File: src/rtl/icid_pkg.sv
package icid_pkg;
  localparam int unsigned DEF_PIN_W = 8;
  localparam int unsigned DEF_PTR_W = 2;
  localparam int unsigned DEF_IN_REG_CODE = 0;
endpackage

File: src/rtl/icid_rst_sync.sv
module icid_rst_sync #(
  parameter int unsigned STAGES = 2
) (
  input  logic clk,
  input  logic rst_n,
  output logic rst_sync_n
);
  logic [STAGES-1:0] chain_q;

  always_ff @(posedge clk or negedge rst_n) begin
    if (!rst_n) begin
      chain_q <= '0;
    end else begin
      chain_q <= {chain_q[STAGES-2:0], 1'b1};
    end
  end

  assign rst_sync_n = chain_q[STAGES-1];
endmodule

File: src/rtl/icid_clear_qual.sv
module icid_clear_qual #(
  parameter int unsigned PTR_W       = icid_pkg::DEF_PTR_W,
  parameter int unsigned IN_REG_CODE = icid_pkg::DEF_IN_REG_CODE
) (
  input  logic             ack_edge,
  input  logic             xfer_read,
  input  logic             addr_hit,
  input  logic [PTR_W-1:0] reg_ptr,
  output logic             clr_fire
);
  localparam logic [PTR_W-1:0] InCode = PTR_W'(IN_REG_CODE);

  logic ptr_is_input;

  always_comb begin
    ptr_is_input = (reg_ptr == InCode);
    clr_fire     = ack_edge & xfer_read & addr_hit & ptr_is_input;
  end
endmodule

File: src/rtl/icid_ref_store.sv
module icid_ref_store #(
  parameter int unsigned PIN_W = icid_pkg::DEF_PIN_W
) (
  input  logic             clk,
  input  logic             rst_n,
  input  logic [PIN_W-1:0] pin_in,
  input  logic [PIN_W-1:0] snap_in,
  input  logic             load,
  output logic [PIN_W-1:0] ref_o,
  output logic             primed_o
);
  logic [PIN_W-1:0] ref_q, ref_d;
  logic             primed_q, primed_d;
  logic             ref_en;

  always_comb begin
    ref_en   = !primed_q || load;
    ref_d    = primed_q ? snap_in : pin_in;
    primed_d = 1'b1;
  end

  always_ff @(posedge clk or negedge rst_n) begin
    if (!rst_n) begin
      ref_q    <= '0;
      primed_q <= 1'b0;
    end else begin
      if (ref_en) ref_q <= ref_d;
      primed_q <= primed_d;
    end
  end

  assign ref_o    = ref_q;
  assign primed_o = primed_q;

  // Reference only moves on a qualified clear once primed
  assert_ref_hold_R6: assert property (@(posedge clk) disable iff (!rst_n)
    (primed_q && !load) |=> $stable(ref_q));

  // After the first enabled cycle the block stays primed
  assert_stay_primed_R8: assert property (@(posedge clk) disable iff (!rst_n)
    primed_q |=> primed_q);
endmodule

File: src/rtl/icid_irq_core.sv
module icid_irq_core #(
  parameter int unsigned PIN_W = icid_pkg::DEF_PIN_W
) (
  input  logic             clk,
  input  logic             rst_n,
  input  logic [PIN_W-1:0] pin_in,
  input  logic [PIN_W-1:0] cfg_dir,
  input  logic [PIN_W-1:0] ref_in,
  input  logic             primed,
  input  logic             clr,
  output logic             irq_o
);
  logic [PIN_W-1:0] diff_bit;
  logic             any_diff;
  logic             irq_q, irq_d;

  for (genvar i = 0; i < PIN_W; i++) begin : g_cmp
    assign diff_bit[i] = (pin_in[i] ^ ref_in[i]) & cfg_dir[i];
  end

  always_comb begin
    any_diff = |diff_bit;
    irq_d    = primed & ~clr & any_diff;
  end

  always_ff @(posedge clk or negedge rst_n) begin
    if (!rst_n) begin
      irq_q <= 1'b0;
    end else begin
      irq_q <= irq_d;
    end
  end

  assign irq_o = irq_q;

  // A qualified clear always drops the request
  assert_clear_drops_R3: assert property (@(posedge clk) disable iff (!rst_n)
    clr |=> !irq_q);

  // No request before the reference has been primed
  assert_unprimed_quiet_R8: assert property (@(posedge clk) disable iff (!rst_n)
    !primed |=> !irq_q);
endmodule

File: src/rtl/input_change_irq.sv
module input_change_irq #(
  parameter int unsigned PIN_W       = icid_pkg::DEF_PIN_W,
  parameter int unsigned PTR_W       = icid_pkg::DEF_PTR_W,
  parameter int unsigned IN_REG_CODE = icid_pkg::DEF_IN_REG_CODE
) (
  input  logic             clk,
  input  logic             rst_n,
  input  logic [PIN_W-1:0] pin_in,
  input  logic [PIN_W-1:0] cfg_dir,
  input  logic [PIN_W-1:0] snap_in,
  input  logic             ack_edge,
  input  logic             xfer_read,
  input  logic             addr_hit,
  input  logic [PTR_W-1:0] reg_ptr,
  output logic             int_pull_en
);
  logic             rst_ns;
  logic             clr_fire;
  logic [PIN_W-1:0] ref_val;
  logic             primed;

  icid_rst_sync #(.STAGES(2)) u_rst (
    .clk        (clk),
    .rst_n      (rst_n),
    .rst_sync_n (rst_ns)
  );

  icid_clear_qual #(.PTR_W(PTR_W), .IN_REG_CODE(IN_REG_CODE)) u_qual (
    .ack_edge  (ack_edge),
    .xfer_read (xfer_read),
    .addr_hit  (addr_hit),
    .reg_ptr   (reg_ptr),
    .clr_fire  (clr_fire)
  );

  icid_ref_store #(.PIN_W(PIN_W)) u_ref (
    .clk      (clk),
    .rst_n    (rst_ns),
    .pin_in   (pin_in),
    .snap_in  (snap_in),
    .load     (clr_fire),
    .ref_o    (ref_val),
    .primed_o (primed)
  );

  icid_irq_core #(.PIN_W(PIN_W)) u_irq (
    .clk     (clk),
    .rst_n   (rst_ns),
    .pin_in  (pin_in),
    .cfg_dir (cfg_dir),
    .ref_in  (ref_val),
    .primed  (primed),
    .clr     (clr_fire),
    .irq_o   (int_pull_en)
  );

  // All pins as outputs: never a request
  assert_outputs_silent_R4: assert property (@(posedge clk) disable iff (!rst_ns)
    (cfg_dir == '0) |=> !int_pull_en);

  // Strobe for another target changes nothing on the output
  assert_foreign_strobe_R6: assert property (@(posedge clk) disable iff (!rst_ns)
    (ack_edge && !addr_hit && int_pull_en && $stable(pin_in) && $stable(cfg_dir))
      |=> int_pull_en);
endmodule

File: config.mk
export PLATFORM = sky130hd
export DESIGN_NAME = input_change_irq
export DESIGN_NICKNAME = d
export VERILOG_FILES = /design/src/rtl/icid_pkg.sv /design/src/rtl/icid_rst_sync.sv /design/src/rtl/icid_clear_qual.sv /design/src/rtl/icid_ref_store.sv /design/src/rtl/icid_irq_core.sv /design/src/rtl/input_change_irq.sv
export SDC_FILE = /design/constraint.sdc
export NUM_CORES = 1
export LEC_CHECK = 0
export BUFFER_PORTS_ARGS = -buffer_cell sky130_fd_sc_hd__buf_2
export CORE_MARGIN = 10
export CORE_UTILIZATION = 41
export CTS_BUF_LIST = sky130_fd_sc_hd__clkbuf_4 sky130_fd_sc_hd__clkbuf_8
export CTS_CLUSTER_SIZE = 40
export DETAILED_ROUTE_END_ITERATION = 8
export GPL_ROUTABILITY_DRIVEN = 0
export PLACE_DENSITY = 0.76
export SLEW_MARGIN = 40
export SYNTH_ARGS = -nofsm -noshare
export SYNTH_HDL_FRONTEND = slang
export SYNTH_HIERARCHICAL = 1
export SYNTH_SLANG_ARGS = --single-unit
File: constraint.sdc
create_clock -name clk -period 0.8 [get_ports clk]
set_input_delay 0.24 -clock clk [delete_from_list [all_inputs] [get_ports clk]]
set_output_delay 0.24 -clock clk [all_outputs]
set_load 0.02 [all_outputs]
==> flow_metrics.py <==
metrics = {
    "run_status": {
        "outcome": "complete, but fails checks",
        "violations": "setup timing",
    },
    "clock_tree": {
        "cts_root_buf": "clkbuf_4",
        "cts.sinks": 12,
        "cts_tree": "done",
        "htreeDepth": 1,
        "ctsLongestPathBuffers": 2,
        "path_clk_slew_ns": 0.06,
        "cts_made_buffers": 3,
        "clk_latency_ns": 0.26,
    },
    "global_routing": {
        "antenna_found_initial": 0,
        "grt-ovfl-total": 0,
        "grt_pass1_vias": 628,
        "grt_use_total_pct": 10.3,
        "grt_pass1_wl_um": 2840,
        "grt_max_degree": 11,
    },
    "synth": {
        "yosysTopAreaCell": "dfrtp_1",
        "synth-edff-count": 0,
        "postSynthAreaPerCell_um2": 10.9,
        "synth_ff_type": "dfrtp_1",
        "synthesis.area_um2": 619,
        "syn-num-nets": 88,
        "yosysUniqueCellTypes": 13,
        "synth_common_cells": "dfrtp_1 (12), nor2_1 (9), mux2i_1 (8), xor2_1 (8), a21oi_1 (7)",
        "yosysMostFrequentCell": "dfrtp_1",
        "synthCells": 57,
        "synth_top_area_share_pct": 48.5,
        "ys.warnings.count": 6,
        "seq_area_frac_synth_pct": 48.5,
        "yosys-top-cells-area": "dfrtp_1 (48%), mux2i_1 (13%), xor2_1 (11%)",
        "ys_ff_latch": 12,
        "postSynth.asyncResetShare_pct": 100,
    },
    "power": {
        "power_frac_seq_pct": 51.0,
        "power_switching_w": 0.000343,
        "ir_worst_vdd_mv": 1.02,
        "cellLeakagePower_nw": 0.457,
        "clkPwrFrac_pct": 24.9,
        "p_int_w": 0.00103,
        "power_density_nw_per_um2": 1420,
        "comb_power_share_pct": 24.0,
        "switching_share_pct": 25.0,
    },
    "floorplan": {
        "initial_core_util_pct": 45.3,
        "core_area_um2": 1370,
        "die-area_um2": 3470,
        "rows": 13,
        "die_y_um": 58.9,
        "io_pins": 32,
        "die_x_um": 58.9,
    },
    "worst_setup_path": {
        "cp_cell_sequence": "xor2_1, a22oi_1, a41oi_1",
        "rr_endpoint": "u_irq/irq_o",
        "worstPathArrival_ns": 1.14,
        "crit_cells": 3,
        "cp_num_buf_inv": 0,
        "r2r_start": "u_ref/ref_o[3]",
        "cp.required_ns": 0.93,
        "crit_path_start_kind": "flip-flop",
        "critPathMaxFanout": 2,
        "path_class": "reg -> reg",
        "critical_path.startpoint": "u_ref/ref_o[3]",
        "cp_slowest_stage_delay_ns": 0.39,
        "crit_path_end_kind": "flip-flop",
        "cpLargestDelayFamily": "flip-flops",
        "rrSetupSlack_ns": -0.22,
        "rr_worst_depth": 3,
        "worst_path_max_delay_cell": "dfrtp_1",
        "endpoint": "u_irq/irq_o",
    },
    "drt": {
        "wl_per_cell_um": 14.7,
        "routed_wirelength_um": 1710,
        "vias_per_cell": 4.82,
        "via_count": 559,
        "drt-initial-drc-count": 8,
        "first_pass_iters": 4,
        "drc": 0,
        "ant_nets": 0,
    },
    "final_layout": {
        "final_util_pct": 70.5,
        "final_cells": 116,
        "antennaDiodeCount": 0,
        "areaGrowthSynthToFinish_pct": 55.6,
        "finalNetCount": 134,
        "final_area_um2": 963,
        "drive_gt1_share_pct": 51.5,
    },
    "sta": {
        "rsz0062_at_grt": "yes",
        "skew_ns": 0.000346,
        "period_needed_ns": 1.02,
        "drv_slew": 0,
        "fmax_mhz": 984,
        "finalSetupViolCount": 10,
        "final-hold-violation-count": 0,
        "min_period_over_period_pct": 127,
        "tns_ns": -1.52,
        "layout_setup_ws_ns": -0.216,
    },
    "placement": {
        "port_buffers": 31,
        "pre_cts_ws_ns": -0.398,
        "place_area_um2": 858,
        "hpwl_um": 1360,
        "dp_cells": 111,
    },
    "worst_hold_path": {
        "min_path_type": "reg -> async",
    },
    "flow_run": {
        "drv_cap": 0,
    },
}
## kinds of logic (layout without fill, tap and decap cells)
| group | after synthesis | count (layout) | share of synthesized area, % |
|---|---|---|---|
| DFF | 12 | 12 | 48.5 |
| other | 2 | 2 | 1.21 |
| muxes | 8 | 8 | 12.9 |
| buffers and inverters | 3 | 47 | 4.85 |
| and+or+nand+nor | 11 | 11 | 7.88 |
| xor gates and xnor gates | 8 | 8 | 11.3 |
| AOI/OAI and AO/OA | 13 | 13 | 13.3 |
## repair_timing
| action | in CTS | in global routing |
|---|---|---|
| pin swaps | 12 | 14 |
| setup endpoints to repair | 10 | 10 |
| resized for setup | 7 | 5 |
| gates cloned | 1 | 0 |
| endpoints found under the hold margin | 2 | 0 |
| hold buffers | 1 | 0 |
| setup buffers | 0 | 1 |
## registers in the layout, indices dropped and copies added, names as in the netlist
signal	cells
u_irq/irq_o	1
u_ref/ref_o	8
u_rst/chain_q	2
u_ref/primed_o	1
## power groups by stage
| stage | clock network (W) | logic [W] | registers (W) |
|---|---|---|---|
| floorplan | 0 | 0.000134 | 0.000706 |
| global placement | 0 | 0.000276 | 0.000706 |
| detailed placement | 0 | 0.000287 | 0.000709 |
| CTS | 0.000371 | 0.000308 | 0.000698 |
| global route | 0.000387 | 0.000362 | 0.000706 |
| finish | 0.000341 | 0.000329 | 0.000699 |
## final cells by class
cell class | instances | area, um2
fillers | 106 | 403
clock buffers | 3 | 22.5
well taps | 15 | 18.8
multi-input cells | 42 | 315
flip-flops and latches | 12 | 300
repair buffers | 44 | 307
## how the worst min path moves through the flow
stage / endpoint / slack, ns / depth (start not counted)
2_1_floorplan: u_rst/chain_q[0] / -0.06 / 0
3_3_place_gp: u_rst/chain_q[0] / 0.02 / 1
3_5_place_dp: u_rst/chain_q[0] / 0.03 / 1
4_1_cts: u_ref/ref_o[4] / 0.18 / 0
5_1_grt: u_ref/ref_o[5] / 0.20 / 0
6_report: u_ref/ref_o[1] / 0.16 / 0
## metal layers
metal  GRT usage (%)  wire (um)
met2            18.6        943
met4            3.93          0
met5               0          0
met3            4.72        120
met1            10.0        642
## cell usage in the layout, fill, tap and decap left out
cell type      instances
dfrtp_1               12
buf_2                 28
a21oi_2                1
xor2_1                 7
mux2i_2                1
nand2b_1               1
buf_6                  3
xor2_2                 1
buf_12                 1
nor2_4                 1
and4_4                 1
a21oi_1                7
a22oi_1                3
buf_16                 1
buf_4                 10
clkbuf_4               3
a41oi_1                1
a22oi_2                1
conb_1                 2
nor2_1                 8
mux2i_1                7
dlygate4sd3_1          1
## through the flow
step                      total power, W  hold slack [ns]
after floorplan                 0.000840          -0.0556
after global placement          0.000982           0.0244
after detailed placement        0.000996           0.0274
after CTS                        0.00138            0.179
after global routing             0.00146            0.201
final                            0.00137            0.163
No activity file was read; power rests on OpenSTA's default activity.
